### config.mk
export PLATFORM = sky130hd
export DESIGN_NAME = tdm_frame_rx
export DESIGN_NICKNAME = d
export VERILOG_FILES = /design/src/rtl/tdm_rx_pkg.sv /design/src/rtl/tdm_rst_sync.sv /design/src/rtl/tdm_sync_edge.sv /design/src/rtl/tdm_slot_tracker.sv /design/src/rtl/tdm_word_assembler.sv /design/src/rtl/tdm_frame_rx.sv
export SDC_FILE = /design/constraint.sdc
export NUM_CORES = 1
export LEC_CHECK = 0
export ABC_CLOCK_PERIOD_IN_PS = 4000
export BUFFER_PORTS_ARGS = -buffer_cell sky130_fd_sc_hd__clkbuf_2
export CORE_MARGIN = 2
export CORE_UTILIZATION = 59
export CTS_CLUSTER_SIZE = 14
export DETAILED_ROUTE_END_ITERATION = 10
export GPL_TIMING_DRIVEN = 0
export MAX_ROUTING_LAYER = met4
export PLACE_DENSITY_LB_ADDON = 0.08
export SETUP_SLACK_MARGIN = 0.05
export SLEW_MARGIN = 10
export SYNTH_ARGS = -nofsm -noshare
export SYNTH_HDL_FRONTEND = slang
export SYNTH_SLANG_ARGS = --single-unit
### constraint.sdc
create_clock -name clk -period 4 [get_ports clk]
set_input_delay 0.4 -clock clk [delete_from_list [all_inputs] [get_ports clk]]
set_output_delay 0.4 -clock clk [all_outputs]
set_load 0.02 [all_outputs]
### src/rtl/tdm_rx_pkg.sv
package tdm_rx_pkg;

  // Width of an index able to address n items (at least one bit).
  function automatic int idx_width(int n);
    return (n > 1) ? $clog2(n) : 1;
  endfunction

  // Placement of slot 0 relative to the sync rising edge.
  typedef enum logic {
    ALIGN_SAME = 1'b0,
    ALIGN_LATE = 1'b1
  } align_e;

endpackage

### src/rtl/tdm_rst_sync.sv
module tdm_rst_sync (
  input  logic clk,
  input  logic rst_n,
  output logic srst_n
);

  logic [1:0] stage_q;
  logic [1:0] stage_d;

  always_comb begin
    stage_d = {stage_q[0], 1'b1};
  end

  always_ff @(posedge clk or negedge rst_n) begin
    if (!rst_n) begin
      stage_q <= 2'b00;
    end else begin
      stage_q <= stage_d;
    end
  end

  assign srst_n = stage_q[1];

endmodule

### src/rtl/tdm_sync_edge.sv
module tdm_sync_edge
  import tdm_rx_pkg::*;
(
  input  logic clk,
  input  logic rst_n,
  input  logic fsync_i,
  input  logic delay_mode_i,
  output logic start_o
);

  logic fs_q;
  logic fs_d;
  logic rise_q;
  logic rise_d;
  logic rise_now;

  always_comb begin
    rise_now = fsync_i & ~fs_q;
    fs_d     = fsync_i;
    rise_d   = rise_now;
    // Late alignment reuses the registered edge: slot 0 begins one clock on.
    start_o  = (align_e'(delay_mode_i) == ALIGN_LATE) ? rise_q : rise_now;
  end

  // Previous sync sample resets high so a sync already high is not an edge.
  always_ff @(posedge clk or negedge rst_n) begin
    if (!rst_n) begin
      fs_q   <= 1'b1;
      rise_q <= 1'b0;
    end else begin
      fs_q   <= fs_d;
      rise_q <= rise_d;
    end
  end

endmodule

### src/rtl/tdm_slot_tracker.sv
module tdm_slot_tracker
  import tdm_rx_pkg::*;
#(
  parameter  int NUM_SLOTS = 6,
  parameter  int SLOT_BITS = 32,
  localparam int BIT_W     = idx_width(SLOT_BITS),
  localparam int SLOT_W    = idx_width(NUM_SLOTS)
) (
  input  logic              clk,
  input  logic              rst_n,
  input  logic              start_i,
  output logic              in_frame_o,
  output logic [BIT_W-1:0]  bit_pos_o,
  output logic [SLOT_W-1:0] slot_pos_o,
  output logic              slot_end_o,
  output logic              frame_err_o
);

  localparam logic [BIT_W-1:0]  LAST_BIT  = BIT_W'(SLOT_BITS - 1);
  localparam logic [SLOT_W-1:0] LAST_SLOT = SLOT_W'(NUM_SLOTS - 1);

  logic              lock_q, lock_d;
  logic              wrap_q, wrap_d;
  logic              err_q, err_d;
  logic [BIT_W-1:0]  bit_q, bit_d, cur_bit;
  logic [SLOT_W-1:0] slot_q, slot_d, cur_slot;
  logic              early, missing, frame_end;

  always_comb begin
    // wrap_q marks the one clock where a frame start is due.
    early      = start_i & lock_q & ~wrap_q;
    missing    = ~start_i & lock_q & wrap_q;
    in_frame_o = start_i | (lock_q & ~wrap_q);
    cur_bit    = start_i ? '0 : bit_q;
    cur_slot   = start_i ? '0 : slot_q;
    slot_end_o = in_frame_o & (cur_bit == LAST_BIT);
    frame_end  = slot_end_o & (cur_slot == LAST_SLOT);

    lock_d = in_frame_o;
    wrap_d = frame_end;
    bit_d  = bit_q;
    slot_d = slot_q;
    if (in_frame_o) begin
      bit_d  = slot_end_o ? '0 : cur_bit + BIT_W'(1);
      slot_d = frame_end ? '0 : (slot_end_o ? cur_slot + SLOT_W'(1) : cur_slot);
    end
    err_d = err_q | early | missing;
  end

  always_ff @(posedge clk or negedge rst_n) begin
    if (!rst_n) begin
      lock_q <= 1'b0;
      wrap_q <= 1'b0;
      err_q  <= 1'b0;
      bit_q  <= '0;
      slot_q <= '0;
    end else begin
      lock_q <= lock_d;
      wrap_q <= wrap_d;
      err_q  <= err_d;
      bit_q  <= bit_d;
      slot_q <= slot_d;
    end
  end

  assign bit_pos_o   = cur_bit;
  assign slot_pos_o  = cur_slot;
  assign frame_err_o = err_q;

endmodule

### src/rtl/tdm_word_assembler.sv
module tdm_word_assembler
  import tdm_rx_pkg::*;
#(
  parameter  int NUM_SLOTS = 6,
  parameter  int SLOT_BITS = 32,
  parameter  int WORD_BITS = 24,
  parameter  int OUT_BITS  = 32,
  localparam int BIT_W     = idx_width(SLOT_BITS),
  localparam int SLOT_W    = idx_width(NUM_SLOTS)
) (
  input  logic                clk,
  input  logic                rst_n,
  input  logic                sdata_i,
  input  logic                in_frame_i,
  input  logic [BIT_W-1:0]    bit_pos_i,
  input  logic [SLOT_W-1:0]   slot_pos_i,
  input  logic                slot_end_i,
  output logic [OUT_BITS-1:0] word_o,
  output logic                valid_o,
  output logic [SLOT_W-1:0]   chan_o
);

  localparam logic [BIT_W:0] WORD_LIM = (BIT_W + 1)'(WORD_BITS);

  logic [WORD_BITS-1:0]        sh_q, sh_d;
  logic signed [WORD_BITS-1:0] sh_s;
  logic [OUT_BITS-1:0]         word_q, word_d;
  logic                        valid_q, valid_d;
  logic [SLOT_W-1:0]           chan_q, chan_d;
  logic                        take;

  always_comb begin
    // Only the word bits enter the shifter; padding leaves it untouched.
    take    = in_frame_i & ({1'b0, bit_pos_i} < WORD_LIM);
    sh_d    = take ? {sh_q[WORD_BITS-2:0], sdata_i} : sh_q;
    sh_s    = sh_d;
    valid_d = slot_end_i;
    word_d  = slot_end_i ? OUT_BITS'(sh_s) : word_q;
    chan_d  = slot_end_i ? slot_pos_i : chan_q;
  end

  always_ff @(posedge clk or negedge rst_n) begin
    if (!rst_n) begin
      sh_q    <= '0;
      word_q  <= '0;
      valid_q <= 1'b0;
      chan_q  <= '0;
    end else begin
      sh_q    <= sh_d;
      word_q  <= word_d;
      valid_q <= valid_d;
      chan_q  <= chan_d;
    end
  end

  assign word_o  = word_q;
  assign valid_o = valid_q;
  assign chan_o  = chan_q;

endmodule

### src/rtl/tdm_frame_rx.sv
module tdm_frame_rx
  import tdm_rx_pkg::*;
#(
  parameter  int NUM_SLOTS = 6,
  parameter  int SLOT_BITS = 32,
  parameter  int WORD_BITS = 24,
  parameter  int OUT_BITS  = 32,
  localparam int CHAN_W    = idx_width(NUM_SLOTS)
) (
  input  logic                clk,
  input  logic                rst_n,
  input  logic                fsync_i,
  input  logic                sdata_i,
  input  logic                delay_mode_i,
  output logic [OUT_BITS-1:0] word_o,
  output logic                word_valid_o,
  output logic [CHAN_W-1:0]   chan_o,
  output logic                frame_err_o
);

  localparam int BIT_W = idx_width(SLOT_BITS);

  logic              srst_n;
  logic              start;
  logic              in_frame;
  logic [BIT_W-1:0]  bit_pos;
  logic [CHAN_W-1:0] slot_pos;
  logic              slot_end;

  tdm_rst_sync u_rst (
    .clk    (clk),
    .rst_n  (rst_n),
    .srst_n (srst_n)
  );

  tdm_sync_edge u_edge (
    .clk          (clk),
    .rst_n        (srst_n),
    .fsync_i      (fsync_i),
    .delay_mode_i (delay_mode_i),
    .start_o      (start)
  );

  tdm_slot_tracker #(
    .NUM_SLOTS (NUM_SLOTS),
    .SLOT_BITS (SLOT_BITS)
  ) u_track (
    .clk         (clk),
    .rst_n       (srst_n),
    .start_i     (start),
    .in_frame_o  (in_frame),
    .bit_pos_o   (bit_pos),
    .slot_pos_o  (slot_pos),
    .slot_end_o  (slot_end),
    .frame_err_o (frame_err_o)
  );

  tdm_word_assembler #(
    .NUM_SLOTS (NUM_SLOTS),
    .SLOT_BITS (SLOT_BITS),
    .WORD_BITS (WORD_BITS),
    .OUT_BITS  (OUT_BITS)
  ) u_asm (
    .clk        (clk),
    .rst_n      (srst_n),
    .sdata_i    (sdata_i),
    .in_frame_i (in_frame),
    .bit_pos_i  (bit_pos),
    .slot_pos_i (slot_pos),
    .slot_end_i (slot_end),
    .word_o     (word_o),
    .valid_o    (word_valid_o),
    .chan_o     (chan_o)
  );

endmodule

* After elaboration in Yosys (flattened, before gate mapping)
Index checks and enable logic that the tools add are counted.
Widths: inputs -> output; s select.
** Storage, ports and cells
- Register bits :: 67
- Input port bits :: 5
- Output and inout port bits :: 37
- Word-level logic and storage cells :: 39
** Operators by class
- Add/subtract/negate cells :: 2
- $lt $le $gt $ge :: 1
- Equality and inequality tests :: 2
- Mux-type cells :: 7
- Bitwise gates (word level) :: 15
** Operator list (count)
- $mux 24 :: 1
- $mux 5 :: 2
- $and 1x1->1 :: 9
- $mux 3 :: 3
- $add 5x1->5 const B :: 1
- $eq 5x5->1 const B :: 1
- $lt 5x5->1 const B :: 1
- $add 3x1->3 const B :: 1
- $eq 3x3->1 const B :: 1
- $not 1->1 :: 3
- $or 1x1->1 :: 3
- $mux 1 :: 1

* Logic depth before layout (Yosys ltp)
Gate-level depths: netlist of the first run.
- Word-level depth :: 8
- Gate-level depth with buffers :: 13
- Mapped depth without buffers :: 11

* Cells and area by module
A second synthesis of the first run with hierarchy kept.
** Unflattened totals
- Cells, all modules :: 261
- Area, all modules :: 2767.7 um^2
** By module, submodules not included
- tdm_word_assembler :: times used 1, cells each 195, area each 2013.2 um^2, sequential area each 1301.2 um^2
- tdm_slot_tracker :: times used 1, cells each 59, area each 624.3 um^2, sequential area each 275.3 um^2
- tdm_sync_edge :: times used 1, cells each 4, area each 76.3 um^2, sequential area each 51.3 um^2
- tdm_rst_sync :: times used 1, cells each 3, area each 53.8 um^2, sequential area each 50.0 um^2

* Least setup slack after synthesis of the first run
No wires, ideal clock.
- Path kind :: register to register
- From :: register u_edge.fs_q
- To :: register u_asm.word_q[1] (netlist: u_asm.word_o[1])
- Setup time :: 0.125 ns
- Arrival :: 2.531 ns
- Required time :: 3.875 ns
- Slack :: 1.344 ns
- Cell stages (with the launch flop) :: 13
- Path buffers :: 2
- Period minus slack after synthesis :: 2.656 ns
- Cells stage by stage :: dfstp_2 -> or3b_1 -> nand2_1 -> nor2_1 -> ha_1 -> nand3_1 -> nor2_1 -> ha_1 -> clkbuf_1 -> inv_1 -> a31oi_1 -> buf_2 -> mux2_4
** On the way
- Elaborated cells between the ends (all ways) :: 10
- Classes of those cells :: order compare (1); eq/ne (1); mux (3); bitwise (5)
** RTL lines
- start: declaration :: RTL line tdm_sync_edge.sv:11 : logic fs_q;
- start signal: assignment :: RTL line tdm_sync_edge.sv:31 : fs_q <= fs_d;
- $not 1->1 (*) :: RTL line tdm_sync_edge.sv:18 : rise_now = fsync_i & ~fs_q;
- $and 1x1->1 (*) :: RTL line tdm_sync_edge.sv:18
- $mux 1 (*) :: RTL line tdm_sync_edge.sv:22 : start_o = (align_e'(delay_mode_i) == ALIGN_LATE) ? rise_q : rise_now;
- $mux 5 :: RTL line tdm_slot_tracker.sv:34 : cur_bit = start_i ? '0 : bit_q;
- $eq 5x5->1 :: RTL line tdm_slot_tracker.sv:36 : slot_end_o = in_frame_o & (cur_bit == LAST_BIT);
- $and 1x1->1 (*) :: RTL line tdm_slot_tracker.sv:36
- named net slot_end :: RTL line tdm_frame_rx.sv:28 : logic slot_end;
- end signal: assignment :: RTL line tdm_word_assembler.sv:50 : word_q <= word_d;
- end: declaration :: RTL line tdm_word_assembler.sv:27 : logic [OUT_BITS-1:0] word_q, word_d;
Mark *: on every way through the listed nets, which the timed path passes. The rest lies on a longest branch.
A chain may end at the register's enable or synchronous reset.

* Worst setup path after layout of the first run
- From :: register u_edge.fs_q
- To :: register u_asm.word_q[4] (netlist: u_asm.word_o[4])
Same word-level chain as after synthesis.

==> impl_metrics.json, run 1 <==
{
  "status": "finished, final reports clean",
  "rsz0062_at_grt": "no",
  "tightest_slew_ps": 798,
  "post_cts_buffers": 0,
  "path_class": "flop to flop",
  "grt_util_all_layers_pct": 21.5,
  "area_growth_pct": 17.1,
  "slew-limit-headroom_pct": 46.8,
  "antenna_cells": 0,
  "num_vias": 1681,
  "cp_data_arrival_time_ps": 3470,
  "gp_congestion": 0.798,
  "cts_root_buf": "clkbuf_8",
  "layout_common_cells": "65 x dfrtp_1, 41 x clkbuf_2, 40 x mux2_4, 10 x buf_4, 10 x clkbuf_8",
  "dieArea_um2": 5510,
  "wl_um": 5010,
  "drt_first_pass_iters": 4,
  "port_buffers": 41,
  "post-route-util_pct": 71.7,
  "crit_fanout": 10,
  "die_h_um": 74.2,
  "num-fill-cells": 354,
  "synth-edff-count": 0,
  "ys.flop_type": "dfrtp_1",
  "period_share_pct": 81.2,
  "cap_violations": 0,
  "p_leak_nw": 1.78,
  "grt_max_degree": 66,
  "async_reset_ff_share_pct": 100,
  "yosys_warnings": 0,
  "final_common_cell": "dfrtp_1",
  "skew_ps": 7.00,
  "syn_area_um2": 2910,
  "cts_tree": "built",
  "endpoint_kind": "flop",
  "drc_errors": 0,
  "cp-start-kind": "flop",
  "finalNetCount": 256,
  "ys_ff_latch": 67,
  "route.met3.wl_um": 214,
  "synth_cell_types": 33,
  "first_iter_violations": 103,
  "h-tree-depth": 3,
  "design.portCount": 42,
  "synth_cells": 194,
  "clkSinkCount": 67,
  "wl_met1_um": 2240,
  "clock_path_buffers": 2,
  "powerDensity_nw_per_um2": 483,
  "syn_nets": 203,
  "core_area_um2": 4750,
  "clock.fmax_mhz": 308,
  "drive_gt1_share_pct": 47.6,
  "antenna_found_initial": 0,
  "top_layer": "met4",
  "grt_pass1_vias": 1737,
  "syn_area_per_cell_um2": 15.0,
  "setup_violations": 0,
  "num_rows": 25,
  "ys_seq_area_share_pct": 57.7,
  "ir_drop_mv": 0.312,
  "initial_utilization_pct": 61.2,
  "die_w_um": 74.2,
  "setup_tns_ps": 0,
  "vias_per_cell": 5.27,
  "grt_pass1_wl_um": 8490,
  "cts.reportedPaths.clkPinSlew_ps": 70,
  "drv_slew": 0,
  "numCtsBuffers": 9,
  "min_path_type": "input port to flop",
  "gr-total-overflow": 0,
  "dr_wl_met2_um": 2430,
  "antenna_left": 0,
  "dp.final_hpwl_um": 3420,
  "hold_viol": 0,
  "crit_required_ps": 4220,
  "period_needed_ps": 3250,
  "worst_skew_pair.late_latency_ps": 340,
  "wl_per_cell_um": 15.7
}
==> stage by stage <==
| step | instance area [um2] | setup slack (ps) | std cells | power [W] | hold WS [ps] |
|---|---|---|---|---|---|
| after global placement | 3200 | 927 | 302 | 0.00109 | 185 |
| after detailed placement | 3200 | 780 | 302 | 0.00111 | 189 |
| after CTS | 3410 | 790 | 319 | 0.00166 | 157 |
| final | 3410 | 754 | 319 | 0.00165 | 168 |
| after floorplan | 2910 | 1340 | 194 | 0.00104 | 104 |
| after global routing | 3410 | 482 | 319 | 0.00172 | 163 |
==> synthesized netlist by cell type, types with 3 or more instances <==
library cell	instances	area, um2
a21oi_1	6	30.0
and3_1	5	31.3
buf_4	10	75.1
dfrtp_1	66	1650
ha_1	4	50.1
inv_1	5	18.8
mux2_1	4	45.0
mux2_2	8	90.1
mux2_4	40	601
nand2_1	5	18.8
nand3_1	3	15.0
nor2_1	3	11.3
nor2b_1	4	25.0
o21ai_0	8	40.0
==> cells by family after synthesis <==
logic type               count (synthesis)  share of synthesized area (%)
AND/OR/NAND/NOR                         25                           4.69
other                                    1                          0.129
XOR/XNOR                                 1                          0.301
AO/OA/AOI/OAI                           23                           4.82
multiplexers                            52                           25.3
adder cells (fa/ha/maj)                  4                           1.72
buffers and inverters                   21                           5.42
flip-flops                              67                           57.7
==> cell type report <==
type                            instances  area (um2)  area share [%]
Clock inverter                          5        52.6            1.54
Tap cell                               67        83.8            2.46
Multi-Input combinational cell        106        1070            31.5
Timing Repair Buffer                   42         215            6.32
Buffer                                 16         139            4.08
Sequential cell                        67        1680            49.4
Inverter                                5        18.8           0.551
Clock buffer                           11         141            4.15
==> flip-flops by register name, summed over array words and instances, names as in the netlist, 2 cells and up <==
| name | count |
|---|---|
| u_asm.chan_o | 3 |
| u_track.bit_q | 5 |
| u_rst.stage_q | 2 |
| u_asm.word_o | 24 |
| u_track.slot_q | 3 |
| u_asm.sh_q | 24 |
==> per-layer routing <==
metal  GRT usage [%]  vias to the layer above
met5               -                        -
met4            12.1                        0
met3            4.20                       15
met2            31.9                       46
met1            28.0                      837
li1                -                      783
==> where the power goes <==
part / internal [W] / switching [W] / total (W)
logic: 0.000142 / 0.000103 / 0.000245
registers: 0.000779 / 0.0000768 / 0.000856
clock network: 0.000302 / 0.000244 / 0.000545
==> worst max-delay path: stages (launching register included) <==
cell	delay (ps)
dfstp_2	540
or3b_1	210
nand2_1	210
nor2_1	150
ha_1	210
nand3_1	90
nor2_1	100
ha_1	150
clkbuf_1	310
inv_1	180
a31oi_1	310
buf_2	340
mux2_4	330
==> path summary, 6_finish.rpt <==
check                                           start  slack, ps                           end  cells after the start
max                             u_edge.fs_q$_DFF_PN1_        750   u_asm.word_o[4]$_DFFE_PN0N_                     12
min                                           fsync_i        170         u_edge.fs_q$_DFF_PN1_                      1
max reg2reg                     u_edge.fs_q$_DFF_PN1_        750   u_asm.word_o[4]$_DFFE_PN0N_                     12
min reg2reg                u_rst.stage_q[0]$_DFF_PN0_        360    u_rst.stage_q[1]$_DFF_PN0_                      0
max in group asynchronous  u_rst.stage_q[1]$_DFF_PN0_       3060  u_asm.word_o[17]$_DFFE_PN0N_                      0
min in group asynchronous                       rst_n        390    u_rst.stage_q[1]$_DFF_PN0_                      2
==> timing repair <==
action | in CTS | in global routing
hold buffers | 1 | 0
hold endpoints to repair | 2 | 0
gates resized for setup | 0 | 0
No activity file was read; power rests on OpenSTA's default activity.
==> run 2: changes to the inputs <==
--- a/config.mk
+++ b/config.mk
@@ -5,10 +5,10 @@
 export SDC_FILE = /design/constraint.sdc
 export NUM_CORES = 1
 export LEC_CHECK = 0
-export ABC_CLOCK_PERIOD_IN_PS = 4000
+export ABC_CLOCK_PERIOD_IN_PS = 3000
 export BUFFER_PORTS_ARGS = -buffer_cell sky130_fd_sc_hd__clkbuf_2
 export CORE_MARGIN = 2
-export CORE_UTILIZATION = 59
+export CORE_UTILIZATION = 56
 export CTS_CLUSTER_SIZE = 14
 export DETAILED_ROUTE_END_ITERATION = 10
 export GPL_TIMING_DRIVEN = 0
==> constraint.sdc (replaced) <==
create_clock -name clk -period 3 [get_ports clk]
set_input_delay 0.3 -clock clk [delete_from_list [all_inputs] [get_ports clk]]
set_output_delay 0.3 -clock clk [all_outputs]
set_load 0.02 [all_outputs]
==> run 2 against run 1 <==
Against the previous run: worst setup slack got worse by 460 ps; non-clock buffer count fell by 1; critical path depth down 1; cell area up 0.62%; sequential power grew 33%; clock power rose by 23%; first-iteration DRC count fell by 13%; power up 29%; register-to-register slack lost 460 ps; clock skew barely moved; final cell count increased by 0.31%; largest cell class unchanged.
==> impl_metrics.json, run 2 (synthesis results as in run 1) <==
{
  "wl_per_cell_um": 14.4,
  "post-route-util_pct": 67.6,
  "die_h_um": 76.1,
  "setup_violations": 0,
  "antenna_cells": 0,
  "clock_path_buffers": 2,
  "cp-startpoint": "u_edge.fs_q$_DFF_PN1_",
  "finish.instance_area_um2": 3430,
  "design.portCount": 42,
  "cts.reportedPaths.clkPinSlew_ps": 70,
  "cpPeakStageDelay_ps": 540,
  "p_leak_nw": 1.77,
  "port_buffers": 41,
  "first_iter_violations": 90,
  "h-tree-depth": 3,
  "power.total_w": 0.00213,
  "path_class": "flop to flop",
  "clkPwrFrac_pct": 31.6,
  "num_rows": 26,
  "clock.fmax_mhz": 370,
  "numCtsBuffers": 9,
  "cp_data_arrival_time_ps": 2920,
  "period_needed_ps": 2700,
  "grt_util_all_layers_pct": 18.4,
  "status": "finished, final reports clean",
  "drive_gt1_share_pct": 49.2,
  "finalNetCount": 255,
  "regArea_um2": 1680,
  "reg2reg_slack_ps": 300,
  "dp.final_hpwl_um": 3050,
  "slowest_stage": "dfstp_2",
  "clkSinkCount": 67,
  "p_sw_w": 0.000539,
  "initial_utilization_pct": 57.3,
  "final_common_cell": "dfrtp_1",
  "crit_top_cell": "nor2_1",
  "tightest_slew_ps": 811,
  "num_vias": 1616,
  "crit_fanout": 10,
  "layout_common_cells": "65 x dfrtp_1, 41 x clkbuf_2, 40 x mux2_4, 12 x clkbuf_8",
  "crit_required_ps": 3220,
  "cts_root_buf": "clkbuf_8",
  "ir_drop_mv": 0.414,
  "grt_pass1_wl_um": 7960,
  "pwr-share-comb_pct": 15.0,
  "endpoint_kind": "flop",
  "swShare_pct": 25.3,
  "vias_per_cell": 5.05,
  "dp_cells": 305,
  "antenna_found_initial": 0,
  "antenna_left": 0,
  "placed_area_um2": 3210,
  "multi_input_area_um2": 1100,
  "rsz0062_at_grt": "no",
  "num-fill-cells": 389,
  "cp_cell_sequence": "or3b_4 -> nand2_2 -> nor2_1 -> ha_1 -> nand3_1 -> nor2_1 -> ha_2 -> inv_1 -> a31oi_4 -> buf_6 -> mux2_2",
  "fin_cells": 320,
  "cp-start-kind": "flop",
  "worst_skew_pair.late_latency_ps": 330,
  "grt_pass1_vias": 1695,
  "hp-start": "fsync_i",
  "pwr-share-seq_pct": 53.4,
  "drt_first_pass_iters": 4,
  "gr-total-overflow": 0,
  "area_growth_pct": 17.8,
  "slew-limit-headroom_pct": 45.9,
  "cap_violations": 0,
  "die_w_um": 76.1,
  "gp_congestion": 0.856,
  "drc_errors": 0,
  "core_area_um2": 5070,
  "intPower_w": 0.00159,
  "rr_startpoint": "u_edge.fs_q$_DFF_PN1_",
  "powerDensity_nw_per_um2": 621,
  "skew_ps": 6.98,
  "wl_um": 4620,
  "drv_slew": 0,
  "grt_max_degree": 66,
  "dieArea_um2": 5790,
  "min_path_type": "input port to flop",
  "hold_viol": 0,
  "cts_tree": "built",
  "period_share_pct": 90.2
}
-- run 2: cell types whose count changed in the layout (fill, tap and decap cells not counted), sizes merged --
cell / change
bufinv: -1
clkbuf: +1
clkinv: -1
clkinvlp: -1
-- run 2: cell type report --
cell class | count | area share [%]
flip-flops and latches | 67 | 49.1
multi-input cells | 106 | 32.0
repair buffers | 42 | 6.28
clock buffers | 13 | 4.93
plain buffers | 15 | 4.34
well taps | 70 | 2.55
inverters | 5 | 0.547
clock inverters | 2 | 0.292
-- run 2: worst paths after layout --
path / end / cells past startpoint
worst min-delay path: u_edge.fs_q$_DFF_PN1_ / 1
max in group asynchronous: u_asm.chan_o[2]$_DFFE_PN0N_ / 0
worst min register to register: u_rst.stage_q[1]$_DFF_PN0_ / 0
min in group asynchronous: u_rst.stage_q[0]$_DFF_PN0_ / 2
worst max-delay path: u_asm.word_o[21]$_DFFE_PN0N_ / 11
worst max register to register: u_asm.word_o[21]$_DFFE_PN0N_ / 11
-- run 2: what timing repair did --
item	CTS	global route
gates resized for setup	2	7
buffers inserted	0	0
hold endpoints to repair	2	0
setup endpoints to repair	28	27
hold buffers	1	0
-- run 2: critical path, delay by kind of cell, from the launching register on --
kind,cells,cell delay (ps)
fa+ha+maj,2,500
flops,1,540
compound gates,1,240
simple gates,5,600
buf+inv,2,360
mux,1,340
-- run 2: metrics by stage --
step           setup TNS, ps  hold slack, ps  setup slack, ps
2_1_floorplan              0            4.41              344
3_3_place_gp           -1930            87.3             -123
3_5_place_dp           -3010            95.7             -162
4_1_cts                    0            56.9             81.9
5_1_grt                    0            71.2              119
6_report                   0            74.6              295
-- run 2: routing by layer --
layer	global-route usage (%)	wire length [um]
met1	24.7	2270
met2	25.6	2100
met4	10.7	102
met5	-	0
met3	4.38	146
-- run 2: power by group through the flow --
stage	Combinational, W	Clock (W)	Sequential, W
2_1_floorplan	0.000241	0	0.00115
3_3_place_gp	0.000310	0	0.00115
3_5_place_dp	0.000316	0	0.00115
4_1_cts	0.000321	0.000694	0.00114
5_1_grt	0.000354	0.000737	0.00116
6_report	0.000319	0.000673	0.00114
==> run 3: changes to the inputs <==
--- a/config.mk
+++ b/config.mk
@@ -8,12 +8,14 @@
 export ABC_CLOCK_PERIOD_IN_PS = 3000
 export BUFFER_PORTS_ARGS = -buffer_cell sky130_fd_sc_hd__clkbuf_2
 export CORE_MARGIN = 2
-export CORE_UTILIZATION = 56
+export CORE_UTILIZATION = 59
+export CTS_BUF_LIST = sky130_fd_sc_hd__clkbuf_4
 export CTS_CLUSTER_SIZE = 14
 export DETAILED_ROUTE_END_ITERATION = 10
 export GPL_TIMING_DRIVEN = 0
 export MAX_ROUTING_LAYER = met4
 export PLACE_DENSITY_LB_ADDON = 0.08
+export RECOVER_POWER = 50
 export SETUP_SLACK_MARGIN = 0.05
 export SLEW_MARGIN = 10
 export SYNTH_ARGS = -nofsm -noshare
==> run 3 against run 2 <==
Against the previous run: clock skew up 6.1 ps; non-clock buffer count increased by 1; critical path depth unchanged; first-iteration DRC count grew 30%; via count is 4.6% higher; largest power group unchanged; combinational power up 2%; final cell count decreased by 0.31%; sequential share of layout area rose by 0.91 points; critical endpoint is now u_asm.word_o[23]$_DFFE_PN0N_; clock-buffer cell count is 3 lower; cell area is 1.8% lower.
==> impl_metrics.json, run 3 (synthesis results as in run 1) <==
{
  "status": "finished, final reports clean",
  "grt_pass1_vias": 1757,
  "regArea_um2": 1680,
  "vias_per_cell": 5.30,
  "grt_max_degree": 66,
  "worst_skew_pair.late_latency_ps": 390,
  "drt_first_pass_iters": 4,
  "dieArea_um2": 5510,
  "pwr-share-seq_pct": 56.3,
  "p_sw_w": 0.000541,
  "final_common_cell": "dfrtp_1",
  "setup_tns_ps": 0,
  "grt_util_all_layers_pct": 21.2,
  "core_area_um2": 4750,
  "pwr-share-comb_pct": 16.1,
  "antenna_cells": 0,
  "min_path_type": "input port to flop",
  "num_vias": 1691,
  "h-tree-depth": 3,
  "slew-limit-headroom_pct": 46.7,
  "antenna_found_initial": 0,
  "cts_root_buf": "clkbuf_4",
  "multi_input_area_um2": 1100,
  "path_class": "flop to flop",
  "port_buffers": 41,
  "hold_viol": 0,
  "drive_gt1_share_pct": 42.1,
  "cp-start-kind": "flop",
  "period_needed_ps": 2740,
  "p_leak_nw": 1.70,
  "area_growth_pct": 15.6,
  "period_share_pct": 91.2,
  "intPower_w": 0.00148,
  "crit_top_cell": "nor2_1",
  "die_w_um": 74.2,
  "wl_um": 4930,
  "ir_drop_mv": 0.357,
  "gp_congestion": 0.798,
  "cts.reportedPaths.clkPinSlew_ps": 110,
  "numCtsBuffers": 9,
  "crit_fanout": 10,
  "clkSinkCount": 67,
  "setup_violations": 0,
  "rsz0062_at_grt": "no",
  "swShare_pct": 26.7,
  "clock.fmax_mhz": 365,
  "hold_ws_ps": 167,
  "finalNetCount": 256,
  "tightest_slew_ps": 800,
  "num-fill-cells": 367,
  "clkPwrFrac_pct": 27.6,
  "layout_common_cells": "65 x dfrtp_1, 40 x mux2_4, 24 x clkbuf_2, 18 x clkbuf_1, 10 x clkbuf_4",
  "skew_ps": 13.1,
  "die_h_um": 74.2,
  "crit_required_ps": 3280,
  "initial_utilization_pct": 61.2,
  "cp_data_arrival_time_ps": 3020,
  "gr-total-overflow": 0,
  "dp.final_hpwl_um": 3420,
  "reg2reg_slack_ps": 260,
  "clock_path_buffers": 2,
  "cp_cell_sequence": "or3b_4 -> nand2_2 -> nor2_1 -> ha_1 -> nand3_1 -> nor2_1 -> ha_2 -> inv_1 -> a31oi_4 -> buf_6 -> mux2_2",
  "wl_per_cell_um": 15.4,
  "slowest_stage": "dfstp_1",
  "cpPeakStageDelay_ps": 550,
  "drv_slew": 0,
  "design.portCount": 42,
  "powerDensity_nw_per_um2": 601,
  "grt_pass1_wl_um": 8400,
  "num_rows": 25,
  "endpoint_kind": "flop",
  "antenna_left": 0,
  "cap_violations": 0,
  "first_iter_violations": 117,
  "cts_tree": "built",
  "drc_errors": 0
}
run 3: cell types whose count changed in the layout (fill, tap and decap cells not counted), sizes merged:
cell,change
clkinv,+2
clkinvlp,+1
dlygate4sd3,+1
bufinv,+1
clkbuf,-3
run 3: metrics by stage:
stage | instances | cell area [um2] | util (%) | worst slack [ps] | power, W
floorplan | 194 | 2910 | - | 344 | 0.00139
global route | 319 | 3370 | 70.8 | 92.6 | 0.00213
detailed placement | 302 | 3200 | 67.4 | -179 | 0.00148
finish | 319 | 3370 | 70.8 | 263 | 0.00202
CTS | 319 | 3360 | 70.7 | 87.0 | 0.00204
global placement | 302 | 3200 | 67.3 | -36.4 | 0.00145
run 3: critical path: cells and delay by family, from the launching register on:
| family | cells | cell delay (ps) |
|---|---|---|
| compound gates | 1 | 230 |
| fa+ha+maj | 2 | 510 |
| buf+inv | 2 | 350 |
| flops | 1 | 550 |
| mux | 1 | 350 |
| simple gates | 5 | 630 |
run 3: worst paths after layout:
check	to	start	depth (start not counted)
setup / recovery	u_asm.word_o[23]$_DFFE_PN0N_	u_edge.fs_q$_DFF_PN1_	11
hold / removal	u_edge.rise_q$_DFF_PN0_	fsync_i	2
setup reg to reg	u_asm.word_o[23]$_DFFE_PN0N_	u_edge.fs_q$_DFF_PN1_	11
hold reg to reg	u_rst.stage_q[1]$_DFF_PN0_	u_rst.stage_q[0]$_DFF_PN0_	0
max in group asynchronous	u_track.slot_q[0]$_DFFE_PN0P_	u_rst.stage_q[1]$_DFF_PN0_	0
min in group asynchronous	u_rst.stage_q[1]$_DFF_PN0_	rst_n	2
run 3: power by group through the flow:
stage / registers (W) / clock network [W] / logic, W
final: 0.00114 / 0.000559 / 0.000325
after global routing: 0.00116 / 0.000616 / 0.000353
after CTS: 0.00114 / 0.000577 / 0.000328
after detailed placement: 0.00116 / 0 / 0.000322
after floorplan: 0.00115 / 0 / 0.000241
after global placement: 0.00114 / 0 / 0.000304
run 3: cell type report:
class | instances | area share (%)
clock inverters | 6 | 1.67
clock buffers | 10 | 2.23
plain buffers | 15 | 4.42
repair buffers | 43 | 6.06
well taps | 67 | 2.49
inverters | 5 | 0.558
multi-input cells | 106 | 32.6
flip-flops and latches | 67 | 50.0
run 3: timing repair:
item                                   in CTS  in global routing
endpoints found under the hold margin       3                  0
buffers inserted                            0                  0
hold buffers                                2                  0
setup endpoints to repair                  28                 28
gates resized for setup                     3                  6
run 3: per-layer routing:
layer,global-route usage (%),routed length (um)
met3,3.79,186
met5,-,0
met4,10.5,105
met2,31.9,2420
met1,27.8,2220
